## config.mk

```make
export PLATFORM = sky130hd
export DESIGN_NAME = i2c_bus_monitor
export DESIGN_NICKNAME = d
export VERILOG_FILES = /design/src/rtl/i2cmon_pkg.sv /design/src/rtl/i2cmon_line_filter.sv /design/src/rtl/i2cmon_cond_detect.sv /design/src/rtl/i2cmon_decoder.sv /design/src/rtl/i2c_bus_monitor.sv
export SDC_FILE = /design/constraint.sdc
export NUM_CORES = 1
export LEC_CHECK = 0
export BUFFER_PORTS_ARGS = -buffer_cell sky130_fd_sc_hd__buf_2
export CORE_ASPECT_RATIO = 0.6
export CORE_MARGIN = 3
export CORE_UTILIZATION = 39
export DETAILED_ROUTE_END_ITERATION = 6
export GPL_TIMING_DRIVEN = 0
export HOLD_SLACK_MARGIN = 0.05
export PLACE_DENSITY = 0.63
export SETUP_SLACK_MARGIN = 0.2
export SLEW_MARGIN = 15
export SYNTH_ARGS = -nofsm -noshare
export SYNTH_HDL_FRONTEND = slang
export SYNTH_HIERARCHICAL = 1
export SYNTH_SLANG_ARGS = --single-unit
```

## constraint.sdc

```tcl
create_clock -name clk -period 4.7 [get_ports clk]
set_clock_uncertainty 0.2 [all_clocks]
set_input_delay 0.94 -clock clk [delete_from_list [all_inputs] [get_ports clk]]
set_output_delay 0.94 -clock clk [all_outputs]
set_load 0.05 [all_outputs]
```

## src/rtl/i2cmon_pkg.sv

```systemverilog
// Package: shared types for the I2C passive bus monitor.
// Assumes an 8-bit byte and a 2-bit class code whose values are externally decoded.
package i2cmon_pkg;

    localparam int unsigned BYTE_W = 8;
    localparam int unsigned BCNT_W = $clog2(BYTE_W);

    // Decoder phase.
    typedef enum logic [1:0] {
        ST_IDLE = 2'd0,
        ST_ADDR = 2'd1,
        ST_DATA = 2'd2,
        ST_ACK  = 2'd3
    } mon_state_e;

    // Byte class code; values are part of the output contract.
    typedef enum logic [1:0] {
        CLS_ADDR_RD = 2'd0,
        CLS_ADDR_WR = 2'd1,
        CLS_DATA_RD = 2'd2,
        CLS_DATA_WR = 2'd3
    } byte_class_e;

endpackage

```

## src/rtl/i2cmon_line_filter.sv

```systemverilog
// Module: i2cmon_line_filter
// Synchronizes one asynchronous bus line and rejects pulses shorter than
// FILT_LEN clock cycles. The output changes only after the synchronized value
// has differed from it for FILT_LEN consecutive cycles.
// Assumes SYNC_STAGES >= 2 and FILT_LEN >= 1; reset value is the idle bus level.
module i2cmon_line_filter #(
    parameter int unsigned SYNC_STAGES = 2,
    parameter int unsigned FILT_LEN    = 3,
    parameter logic        RST_VAL     = 1'b1
) (
    input  logic clk,
    input  logic rst_n,
    input  logic line_i,
    output logic line_o
);

    localparam int unsigned CNT_W = $clog2(FILT_LEN + 1);
    localparam logic [CNT_W-1:0] CNT_LAST = CNT_W'(FILT_LEN - 1);

    logic [SYNC_STAGES-1:0] sync_q;
    logic [CNT_W-1:0]       cnt_q;
    logic                   filt_q;
    logic                   sync_bit;

    assign sync_bit = sync_q[SYNC_STAGES-1];
    assign line_o   = filt_q;

    // Synchronizer chain into the clock domain.
    always_ff @(posedge clk) begin
        if (!rst_n) begin
            sync_q <= {SYNC_STAGES{RST_VAL}};
        end else begin
            sync_q <= {sync_q[SYNC_STAGES-2:0], line_i};
        end
    end

    // Persistence counter: accept a new level only after FILT_LEN agreeing cycles.
    always_ff @(posedge clk) begin
        if (!rst_n) begin
            cnt_q  <= '0;
            filt_q <= RST_VAL;
        end else if (sync_bit == filt_q) begin
            cnt_q <= '0;
        end else if (cnt_q == CNT_LAST) begin
            cnt_q  <= '0;
            filt_q <= sync_bit;
        end else begin
            cnt_q <= cnt_q + 1'b1;
        end
    end

    AST_FILT_FOLLOWS_SYNC: assert property (@(posedge clk) disable iff (!rst_n)
        !$stable(filt_q) |-> (filt_q == $past(sync_bit)));

endmodule

```

## src/rtl/i2cmon_cond_detect.sv

```systemverilog
// Module: i2cmon_cond_detect
// Registers the previous filtered SCL/SDA sample. It flags an SCL rising edge,
// an opening condition (SDA falls while SCL stays high) and a closing condition
// (SDA rises while SCL stays high). Both lines are compared against the same
// previous sample. Assumes filtered, clock-domain inputs.
module i2cmon_cond_detect (
    input  logic clk,
    input  logic rst_n,
    input  logic scl_i,
    input  logic sda_i,
    output logic scl_rise_o,
    output logic start_cond_o,
    output logic stop_cond_o
);

    logic scl_prev_q;
    logic sda_prev_q;

    // Previous-sample register, reset to the idle bus level.
    always_ff @(posedge clk) begin
        if (!rst_n) begin
            scl_prev_q <= 1'b1;
            sda_prev_q <= 1'b1;
        end else begin
            scl_prev_q <= scl_i;
            sda_prev_q <= sda_i;
        end
    end

    // Edge and condition flags from current versus previous sample.
    always_comb begin
        scl_rise_o   = !scl_prev_q && scl_i;
        start_cond_o = scl_prev_q && scl_i && sda_prev_q && !sda_i;
        stop_cond_o  = scl_prev_q && scl_i && !sda_prev_q && sda_i;
    end

endmodule

```

## src/rtl/i2cmon_decoder.sv

```systemverilog
// Module: i2cmon_decoder
// Transaction state machine. It assembles bytes MSB first, classifies them by
// the held direction, and reports the acknowledge slot and the opening and
// closing conditions as registered one-cycle pulses. Conditions are honoured
// only in the idle and data phases. Assumes single-cycle condition flags.
module i2cmon_decoder
    import i2cmon_pkg::*;
(
    input  logic              clk,
    input  logic              rst_n,
    input  logic              scl_rise_i,
    input  logic              start_cond_i,
    input  logic              stop_cond_i,
    input  logic              sda_i,
    input  logic              addr_raw_i,
    output logic              start_o,
    output logic              rstart_o,
    output logic              stop_o,
    output logic              ack_o,
    output logic              nack_o,
    output logic              bit_valid_o,
    output logic              bit_o,
    output logic              byte_valid_o,
    output logic [BYTE_W-1:0] byte_o,
    output byte_class_e       class_o
);

    localparam logic [BCNT_W-1:0] BIT_LAST = BCNT_W'(BYTE_W - 1);

    mon_state_e        state_q;
    logic [BCNT_W-1:0] cnt_q;
    logic [BYTE_W-1:0] shift_q;
    logic              dir_rd_q;
    logic              rep_q;

    logic [BYTE_W-1:0] shift_next;
    logic [BYTE_W-1:0] addr_shown;
    logic              last_bit;

    // Next shift value and address presentation.
    always_comb begin
        shift_next = {shift_q[BYTE_W-2:0], sda_i};
        addr_shown = addr_raw_i ? shift_next : {1'b0, shift_next[BYTE_W-1:1]};
        last_bit   = (cnt_q == BIT_LAST);
    end

    // Phase tracking, byte assembly and event pulse generation.
    always_ff @(posedge clk) begin
        if (!rst_n) begin
            state_q      <= ST_IDLE;
            cnt_q        <= '0;
            shift_q      <= '0;
            dir_rd_q     <= 1'b0;
            rep_q        <= 1'b0;
            start_o      <= 1'b0;
            rstart_o     <= 1'b0;
            stop_o       <= 1'b0;
            ack_o        <= 1'b0;
            nack_o       <= 1'b0;
            bit_valid_o  <= 1'b0;
            bit_o        <= 1'b0;
            byte_valid_o <= 1'b0;
            byte_o       <= '0;
            class_o      <= CLS_ADDR_RD;
        end else begin
            start_o      <= 1'b0;
            rstart_o     <= 1'b0;
            stop_o       <= 1'b0;
            ack_o        <= 1'b0;
            nack_o       <= 1'b0;
            bit_valid_o  <= 1'b0;
            byte_valid_o <= 1'b0;
            unique case (state_q)
                ST_IDLE: begin
                    if (start_cond_i) begin
                        start_o  <= !rep_q;
                        rstart_o <= rep_q;
                        rep_q    <= 1'b1;
                        dir_rd_q <= 1'b0;
                        cnt_q    <= '0;
                        shift_q  <= '0;
                        state_q  <= ST_ADDR;
                    end
                end
                ST_ADDR: begin
                    if (scl_rise_i) begin
                        bit_valid_o <= 1'b1;
                        bit_o       <= sda_i;
                        shift_q     <= shift_next;
                        if (last_bit) begin
                            cnt_q        <= '0;
                            byte_valid_o <= 1'b1;
                            byte_o       <= addr_shown;
                            class_o      <= sda_i ? CLS_ADDR_RD : CLS_ADDR_WR;
                            dir_rd_q     <= sda_i;
                            state_q      <= ST_ACK;
                        end else begin
                            cnt_q <= cnt_q + 1'b1;
                        end
                    end
                end
                ST_ACK: begin
                    if (scl_rise_i) begin
                        ack_o   <= !sda_i;
                        nack_o  <= sda_i;
                        cnt_q   <= '0;
                        shift_q <= '0;
                        state_q <= ST_DATA;
                    end
                end
                ST_DATA: begin
                    if (scl_rise_i) begin
                        bit_valid_o <= 1'b1;
                        bit_o       <= sda_i;
                        shift_q     <= shift_next;
                        if (last_bit) begin
                            cnt_q        <= '0;
                            byte_valid_o <= 1'b1;
                            byte_o       <= shift_next;
                            class_o      <= dir_rd_q ? CLS_DATA_RD : CLS_DATA_WR;
                            state_q      <= ST_ACK;
                        end else begin
                            cnt_q <= cnt_q + 1'b1;
                        end
                    end else if (start_cond_i) begin
                        start_o  <= !rep_q;
                        rstart_o <= rep_q;
                        rep_q    <= 1'b1;
                        dir_rd_q <= 1'b0;
                        cnt_q    <= '0;
                        shift_q  <= '0;
                        state_q  <= ST_ADDR;
                    end else if (stop_cond_i) begin
                        stop_o   <= 1'b1;
                        rep_q    <= 1'b0;
                        dir_rd_q <= 1'b0;
                        cnt_q    <= '0;
                        shift_q  <= '0;
                        state_q  <= ST_IDLE;
                    end
                end
                default: state_q <= ST_IDLE;
            endcase
        end
    end

    AST_EVENT_ONEHOT: assert property (@(posedge clk) disable iff (!rst_n)
        $onehot0({start_o, rstart_o, stop_o, ack_o, nack_o, byte_valid_o}));
    AST_BYTE_HAS_BIT: assert property (@(posedge clk) disable iff (!rst_n)
        byte_valid_o |-> bit_valid_o);
    AST_BYTE_TO_ACK: assert property (@(posedge clk) disable iff (!rst_n)
        byte_valid_o |-> (state_q == ST_ACK));
    AST_ACK_TO_DATA: assert property (@(posedge clk) disable iff (!rst_n)
        (ack_o || nack_o) |-> (state_q == ST_DATA));
    AST_DATA_CLASS_SRC: assert property (@(posedge clk) disable iff (!rst_n)
        (byte_valid_o && class_o[1]) |-> ($past(state_q) == ST_DATA));
    AST_RSTART_FROM_DATA: assert property (@(posedge clk) disable iff (!rst_n)
        rstart_o |-> ($past(state_q) == ST_DATA));
    AST_STOP_TO_IDLE: assert property (@(posedge clk) disable iff (!rst_n)
        stop_o |-> (state_q == ST_IDLE && !rep_q));
    AST_NO_COND_IN_BYTE: assert property (@(posedge clk) disable iff (!rst_n)
        ($past(state_q) == ST_ADDR || $past(state_q) == ST_ACK)
            |-> !(start_o || rstart_o || stop_o));

endmodule

```

## src/rtl/i2c_bus_monitor.sv

```systemverilog
// Module: i2c_bus_monitor (top)
// Passive I2C monitor: per-line synchronizer and glitch filter, condition
// detector, then the transaction decoder. All event outputs are registered.
// Assumes scl_i/sda_i are asynchronous and that the block never drives the bus.
module i2c_bus_monitor #(
    parameter int unsigned SYNC_STAGES = 2,
    parameter int unsigned FILT_LEN    = 3
) (
    input  logic       clk,
    input  logic       rst_n,
    input  logic       scl_i,
    input  logic       sda_i,
    input  logic       addr_raw_i,
    output logic       start_o,
    output logic       rstart_o,
    output logic       stop_o,
    output logic       ack_o,
    output logic       nack_o,
    output logic       bit_valid_o,
    output logic       bit_o,
    output logic       byte_valid_o,
    output logic [7:0] byte_o,
    output logic [1:0] class_o
);

    import i2cmon_pkg::*;

    localparam int unsigned N_LINES = 2;

    logic [N_LINES-1:0] raw_lines;
    logic [N_LINES-1:0] filt_lines;
    logic               scl_rise;
    logic               start_cond;
    logic               stop_cond;
    byte_class_e        class_w;

    assign raw_lines = {sda_i, scl_i};
    assign class_o   = class_w;

    for (genvar g = 0; g < N_LINES; g++) begin : g_line
        i2cmon_line_filter #(
            .SYNC_STAGES (SYNC_STAGES),
            .FILT_LEN    (FILT_LEN),
            .RST_VAL     (1'b1)
        ) u_filt (
            .clk    (clk),
            .rst_n  (rst_n),
            .line_i (raw_lines[g]),
            .line_o (filt_lines[g])
        );
    end

    i2cmon_cond_detect u_cond (
        .clk          (clk),
        .rst_n        (rst_n),
        .scl_i        (filt_lines[0]),
        .sda_i        (filt_lines[1]),
        .scl_rise_o   (scl_rise),
        .start_cond_o (start_cond),
        .stop_cond_o  (stop_cond)
    );

    i2cmon_decoder u_dec (
        .clk          (clk),
        .rst_n        (rst_n),
        .scl_rise_i   (scl_rise),
        .start_cond_i (start_cond),
        .stop_cond_i  (stop_cond),
        .sda_i        (filt_lines[1]),
        .addr_raw_i   (addr_raw_i),
        .start_o      (start_o),
        .rstart_o     (rstart_o),
        .stop_o       (stop_o),
        .ack_o        (ack_o),
        .nack_o       (nack_o),
        .bit_valid_o  (bit_valid_o),
        .bit_o        (bit_o),
        .byte_valid_o (byte_valid_o),
        .byte_o       (byte_o),
        .class_o      (class_w)
    );

endmodule

```

Word-level counts from Yosys, hierarchy flattened
Index checks and enable logic that the tools add are counted.
W data, S select, Z words.
{ "word_totals": {"inputBits": 5, "out_inout_bits": 18, "rom_bits": 0, "latch_bits": 0, "ram_bits": 0, "n_memories": 0, "register_bits": 44} }
{ "op_classes": {"bitwise_logic": 4, "order_cmp": 0, "div": 0, "mux": 56, "mul": 0, "addsub": 3, "shift": 0, "reduce_logical": 28, "eq_ne": 17} }
{ "ops": {"columns": ["op", "count"], "rows": [
  ["$mux W7", 6],
  ["$mux W8", 5],
  ["$pmux W7 S4", 1],
  ["$mux W2", 11],
  ["$mux W3", 7],
  ["$mux W1", 18],
  ["$pmux W8 S2", 1],
  ["$pmux W3 S4", 1],
  ["$ne A2 B2 Y1 const B", 5],
  ["$eq A2 B2 Y1 const B", 4],
  ["$pmux W2 S4", 1],
  ["$reduce_and A2 Y1", 4],
  ["$reduce_and A4 Y1", 2],
  ["$logic_and A1 B1 Y1", 6],
  ["$pmux W1 S2", 3],
  ["$reduce_and A3 Y1", 2],
  ["$reduce_and A6 Y1", 1],
  ["$reduce_or A3 Y1", 2],
  ["$reduce_and A5 Y1", 1],
  ["$add A2 B1 Y2 const B", 2],
  ["$logic_not A1 Y1", 4],
  ["$ne A2 B1 Y1 const B", 2],
  ["$ne A4 B4 Y1 const B", 1],
  ["$not A1 Y1", 4],
  ["other kinds (12)", 14]
]} }

Longest topological paths before layout
Gate-level depths: netlist of run 1.
{ "logic_depth": {"ltp_word": 7, "ltp_mapped": 8, "ltp_nobuf": 6} }

Hierarchy
The synthesis of run 1 kept the hierarchy.
{ "by_module_without_submodules": {"columns": ["mod", "cells_per_inst", "area_each_um2", "seq_area_each_um2", "n_inst"], "rows": [
  ["i2cmon_decoder", 170, 1512.7, 640.6, 1],
  ["i2cmon_line_filter", 14, 168.9, 100.1, 2],
  ["i2cmon_cond_detect", 7, 78.8, 40.0, 1]
]} }

Worst setup path after synthesis of run 1
No wires, ideal clock.
{ "synth_path": {"kind": "in2reg", "startpoint": "input rst_n", "endpoint": "register u_dec.cnt_q[1]", "n_path_buf": 0, "t_arrival_ns": 1.543, "path_stages": 4, "setup_slack_ns": 2.888, "path_cell_list": "nand2_1 > nor2_1 > nand4b_1 > o21ai_1"} }
{ "synth_lines": {"columns": ["item", "line", "text"], "rows": [
  ["start: declaration", "i2c_bus_monitor.sv:10", "input logic rst_n,"],
  ["end signal: assignment", "i2cmon_decoder.sv:98", "cnt_q <= cnt_q + 1'b1;"],
  ["end signal: assignment", "i2cmon_decoder.sv:123", "cnt_q <= cnt_q + 1'b1;"],
  ["end: declaration", "i2cmon_decoder.sv:31", "logic [BCNT_W-1:0] cnt_q;"]
]} }

==> impl_metrics.json, run 1 <==
{
  "cp_max_fo": 17,
  "clkLatencyLatePin_ps": 290,
  "combPwrFrac": 0.056,
  "initial_core_util": 0.4141,
  "rsz0062_at_grt": "false",
  "power_frac_seq": 0.540,
  "dp_hpwl_um": 2777,
  "crit_arrival_ps": 2090,
  "cts_sinks": 44,
  "port_buffers": 22,
  "p_total_mw": 0.6993,
  "end_kind": "register",
  "synthFlopType": "dfxtp_1",
  "via_per_inst": 5.060,
  "path_class": "input port to register",
  "drv_slew": 0,
  "synthTopCellsByArea": "dfxtp_1, ha_1, nand3_1, nand2_1, o211a_1",
  "p_sw_frac": 0.2172,
  "netlist_area_mm2": 0.001929,
  "cp_num_buf_inv": 2,
  "period_minus_slack_ps": 2084,
  "design.core.area_mm2": 0.004659,
  "grt_pass1_wl_um": 6858,
  "r2r-start": "g_line[1].u_filt/line_o",
  "crit_required_ps": 4710,
  "num_antenna_cells": 0,
  "yosys_warnings": 6,
  "period_share": 0.4433,
  "hp-class": "register to register",
  "setup_tns_ps": 0,
  "final_cell_mix": "dfxtp_1, nand2_1, buf_2",
  "synth.distinct_cells": 41,
  "cpPeakStageDelay_ps": 480,
  "initialDrtViolationCount": 86,
  "cp-start-kind": "input port",
  "antenna_found_initial": 0,
  "die_w_um": 96.80,
  "cts.clk_slew.worst_paths_ps": 80,
  "num_vias": 1508,
  "r2r_slack_ps": 2710,
  "final_common_cell": "dfxtp_1",
  "grt_pass1_vias": 1354,
  "leakage_nw": 0.9924,
  "worstMarginPinSlew_ps": 611.9,
  "synth_cells": 205,
  "ctsHoldBuffers": 0,
  "cts.path.max_buffers": 2,
  "fp.dieArea_mm2": 0.005854,
  "grt_overflow": 0,
  "first_pass_iters": 4,
  "finalHoldViolCount": 0,
  "drc": 0,
  "p_switching_mw": 0.1519,
  "critPathCapture": "u_dec/dir_rd_q",
  "gp_congestion": 0.8372,
  "num_io_pins": 23,
  "power.internal_mw": 0.5474,
  "track_usage": 0.1502,
  "setup_viol": 0,
  "fmax_mhz": 480.0,
  "maxSlewHeadroom": 0.5905,
  "nets": 248,
  "drv_cap": 0,
  "area_growth_pct": 15.37,
  "ant_nets": 0,
  "avgSynthCellArea_um2": 9.411,
  "cts_tree": "done",
  "power.density_mw_per_mm2": 314.2,
  "synth_edf_count": 0,
  "ys_seq_area_frac": 0.4565,
  "status": "completed",
  "num_rows": 19,
  "async_flop_share": 0,
  "drt-total-wl_um": 4060,
  "cp_num_cells": 4,
  "routedWlPerCell_um": 13.62,
  "crit_chain": "buf_2 > clkbuf_1 > nand3_1 > o31ai_2",
  "postCtsSetupBuffers": 0,
  "drive_gt1_frac": 0.1915,
  "cts.repair.resized": 0,
  "numCtsBuffers": 5,
  "synth_top_area_cell": "dfxtp_1",
  "grt_max_degree": 18,
  "critPathSlowestCell": "clkbuf_1",
  "die_h_um": 60.48,
  "r2r_end": "u_dec/state_q[0]",
  "utilization": 0.4777,
  "htree_levels": 2,
  "ir_drop_uv": 162.2,
  "p_clk_frac": 0.404,
  "cp_top_family": "buffers and inverters",
  "synthDominantCellAreaShare": 0.4565,
  "synth_nets": 219,
  "r2r_cells": 5,
  "root_buffer": "clkbuf_8",
  "cp-startpoint": "rst_n",
  "synth-seq-cells": 44
}
[cell families after synthesis]
family,count (synthesis),synth area share
compound gates,45,0.1693
xor+xnor,2,0.009081
fa+ha+maj,9,0.05837
buf+inv,18,0.05058
flops,44,0.4565
mux,4,0.02075
simple gates,83,0.2354
[power by group through the flow]
stage / registers, mW / clock network, mW / logic, mW
floorplan: 0.386 / 0 / 0.0278
global placement: 0.386 / 0 / 0.0384
detailed placement: 0.386 / 0 / 0.0387
CTS: 0.378 / 0.295 / 0.0392
global route: 0.378 / 0.309 / 0.0434
finish: 0.378 / 0.282 / 0.0394
[metrics by stage]
step / area [um^2] / setup slack, ps / hold WS [ps] / std cells
detailed placement: 2118 / 2348 / 192.1 / 290
global route: 2226 / 2521 / 234.4 / 298
CTS: 2226 / 2644 / 212.8 / 298
floorplan: 1929 / 2888 / 186.3 / 205
global placement: 2118 / 2365 / 188.3 / 290
finish: 2226 / 2616 / 209.4 / 298
[how the worst min path moves through the flow]
| stage | startpoint | end | slack [ps] | cells after the start |
|---|---|---|---|---|
| 2_1_floorplan | g_line[0].u_filt/sync_q[0] | g_line[0].u_filt/sync_q[1] | 190 | 1 |
| 3_3_place_gp | g_line[0].u_filt/sync_q[0] | g_line[0].u_filt/sync_q[1] | 190 | 1 |
| 3_5_place_dp | g_line[1].u_filt/sync_q[0] | g_line[1].u_filt/sync_q[1] | 190 | 1 |
| 4_1_cts | g_line[1].u_filt/sync_q[0] | g_line[1].u_filt/sync_q[1] | 210 | 1 |
| 5_1_grt | g_line[0].u_filt/sync_q[0] | g_line[0].u_filt/sync_q[1] | 230 | 1 |
| 6_report | g_line[1].u_filt/sync_q[0] | g_line[1].u_filt/sync_q[1] | 210 | 1 |
[cells in the mapped netlist, types with 3 or more instances]
cell type  number
dfxtp_1        44
nand2_1        25
nand3_1        19
o21ai_1        12
o21ai_0        10
ha_1            9
inv_1           7
nand2b_1        7
nor2_1          7
o211a_1         7
nor2b_1         5
nor4b_1         5
mux2i_1         4
a21oi_1         3
and4b_1         3
buf_2           3
buf_4           3
clkbuf_1        3
[worst register-to-register path: cells and delay by family (launching register included)]
kind | cells | cell delay (ps)
AO/OA/AOI/OAI | 3 | 580
flip-flops | 1 | 440
AND/OR/NAND/NOR | 2 | 660
[sequential cells by signal, indices dropped and copies added (netlist names), 2 cells and up]
name and flops:
u_dec/cnt_q 3, u_dec/state_q 2, g_line.u_filt/line_o 2, u_dec/class_o 2, g_line.u_filt/cnt_q 4, g_line.u_filt/sync_q 4
u_dec/byte_o 8, u_dec/shift_q 7
[cell type report]
cell class | count | area [um^2]
Buffer | 11 | 71.32
Clock inverter | 2 | 35.03
Sequential cell | 44 | 880.8
Timing Repair Buffer | 22 | 110.1
Inverter | 7 | 26.28
Clock buffer | 6 | 72.57
Tap cell | 63 | 78.83
Multi-Input combinational cell | 143 | 950.9
Fill cell | 471 | 2434
[routing by layer]
metal,vias to the layer above,part of all wire,GRT usage
met5,-,0,0
met4,0,0.0086,0.06600
met3,2,0.068,0.04592
met2,36,0.37,0.1941
met1,692,0.55,0.2255
li1,778,-,-
Power figures use the tool's default switching activity.
==> run 2, diff against run 1 <==
==> constraint.sdc (replaced) <==
create_clock -name clk -period 2.15 [get_ports clk]
set_clock_uncertainty 0.2 [all_clocks]
set_input_delay 0.43 -clock clk [delete_from_list [all_inputs] [get_ports clk]]
set_output_delay 0.43 -clock clk [all_outputs]
set_load 0.05 [all_outputs]
==> impl_metrics.json, run 2 (synthesis gave the netlist of run 1 again) <==
{
  "crit_required_ps": 2130,
  "final_cell_mix": "dfxtp_1, nand2_1, buf_2",
  "grt_pass1_vias": 1352,
  "first_pass_iters": 4,
  "finalHoldViolCount": 0,
  "routedWlPerCell_um": 13.58,
  "die_w_um": 96.80,
  "status": "completed",
  "clkLatencyLatePin_ps": 290,
  "num_io_pins": 23,
  "dp_hpwl_um": 2777,
  "grt.met3_usage": 0.04592,
  "hold_depth": 2,
  "worstMarginPinSlew_ps": 572.3,
  "num_antenna_cells": 0,
  "drt-total-wl_um": 4047,
  "initialDrtViolationCount": 111,
  "via_per_inst": 5.060,
  "ctsHoldBuffers": 0,
  "cts_sinks": 44,
  "port_buffers": 22,
  "met2_usage": 0.1931,
  "track_usage": 0.1504,
  "drv_slew": 0,
  "top_regs": "u_dec/byte_o x8, u_dec/shift_q x7",
  "maxSlewHeadroom": 0.6185,
  "nets": 248,
  "end_kind": "register",
  "use_met1": 0.2269,
  "cp_max_fo": 7,
  "r2r_end": "u_dec/state_q[0]",
  "period_minus_slack_ps": 1867,
  "largest_register_ffs": 8,
  "rsz0062_at_grt": "false",
  "drv_cap": 0,
  "antenna_found_initial": 0,
  "design.core.area_mm2": 0.004659,
  "r2r-start": "u_dec/state_q[0]",
  "gp_congestion": 0.8372,
  "final_common_cell": "dfxtp_1",
  "hp-class": "input port to register",
  "numCtsBuffers": 5,
  "num_rows": 19,
  "crit_arrival_ps": 1850,
  "num_vias": 1508,
  "ir_drop_uv": 356.2,
  "cpPeakStageDelay_ps": 390,
  "crit_chain": "inv_1 > ha_1 > or2b_1 > o311a_4 > o21ai_1 > o311a_1",
  "drc": 0,
  "setup_viol": 0,
  "cts.path.max_buffers": 2,
  "cp_top_family": "compound AO/OA/AOI/OAI gates",
  "ant_nets": 0,
  "hold_slack_ps": 112.3,
  "die_h_um": 60.48,
  "drive_gt1_frac": 0.2170,
  "period_share": 0.8684,
  "grt_overflow": 0,
  "postCtsSetupBuffers": 0,
  "cts.clk_slew.worst_paths_ps": 80,
  "top_register": "u_dec/byte_o",
  "fp.dieArea_mm2": 0.005854,
  "grt_pass1_wl_um": 6872,
  "cp_num_buf_inv": 1,
  "r2r_slack_ps": 280,
  "fmax_mhz": 535.6,
  "grt_max_degree": 18,
  "path_class": "register to register",
  "worstHoldEndpoint": "g_line[1].u_filt/sync_q[0]",
  "leakage_nw": 0.9890,
  "cp-start-kind": "register",
  "initial_core_util": 0.4141,
  "power.density_mw_per_mm2": 683.3,
  "critPathSlowestCell": "dfxtp_2",
  "setup_tns_ps": 0,
  "htree_levels": 2,
  "r2r_cells": 6,
  "holdCritStartpoint": "sda_i",
  "grt-busiest-layer": "met1",
  "cts_tree": "done",
  "area_growth_pct": 15.89,
  "root_buffer": "clkbuf_8"
}
[run 2: metal layers]
layer / wire length, um / share of wire / vias to the layer above
li1: - / - / 779
met1: 2260 / 0.56 / 699
met2: 1506 / 0.37 / 26
met3: 237 / 0.059 / 4
met4: 43 / 0.011 / 0
met5: 0 / 0 / -
[run 2: worst reg2reg max path: cells and delay by family, from the launching register on]
kind | cells | cell delay [ps]
simple gates | 1 | 220
fa+ha+maj | 1 | 280
buf+inv | 1 | 80
flops | 1 | 390
compound gates | 3 | 580
[run 2: cell type report]
type | instances | area (um^2)
inverter | 7 | 26.28
clock inverter | 2 | 35.03
timing repair buffer | 22 | 110.1
multi-input combinational | 143 | 957.2
buffer | 11 | 71.32
fill | 473 | 2424
clock buffer | 6 | 72.57
sequential | 44 | 884.6
tap | 63 | 78.83
[run 2: power breakdown]
| part | internal (mW) | leakage (nW) | switching, mW |
|---|---|---|---|
| combinational | 0.0314 | 0.578 | 0.0548 |
| clock | 0.345 | 0.0552 | 0.271 |
| sequential | 0.821 | 0.356 | 0.00492 |
| total | 1.20 | 0.989 | 0.331 |
[run 2: worst max-delay path by stage]
stage | from | depth (start not counted) | to | slack (ps)
global route | u_dec/state_q[0] | 7 | u_dec/byte_o[5] | 210
global placement | g_line[1].u_filt/line_o | 5 | u_dec/state_q[0] | 200
floorplan | u_dec/state_q[1] | 7 | u_dec/state_q[0] | 390
finish | u_dec/state_q[0] | 6 | u_dec/state_q[0] | 280
detailed placement | g_line[1].u_filt/line_o | 5 | u_dec/state_q[0] | 180
CTS | g_line[1].u_filt/line_o | 6 | u_dec/shift_q[2] | 210
[run 2: through the flow]
| stage | power (mW) | setup slack [ps] | instance area (um^2) | util | std cells |
|---|---|---|---|---|---|
| final | 1.528 | 282.9 | 2236 | 0.4799 | 298 |
| after global routing | 1.598 | 210.1 | 2236 | 0.4799 | 298 |
| after CTS | 1.556 | 207.0 | 2232 | 0.4791 | 298 |
| after detailed placement | 0.9293 | 176.9 | 2118 | 0.4546 | 290 |
| after global placement | 0.9286 | 195.0 | 2118 | 0.4546 | 290 |
| after floorplan | 0.9044 | 392.6 | 1929 | - | 205 |
[run 2: what timing repair did]
| item | in CTS | in global routing |
|---|---|---|
| gates resized for setup | 3 | 3 |
| pin swaps | 0 | 0 |
| setup endpoints to repair | 4 | 20 |
| gates cloned | 0 | 0 |
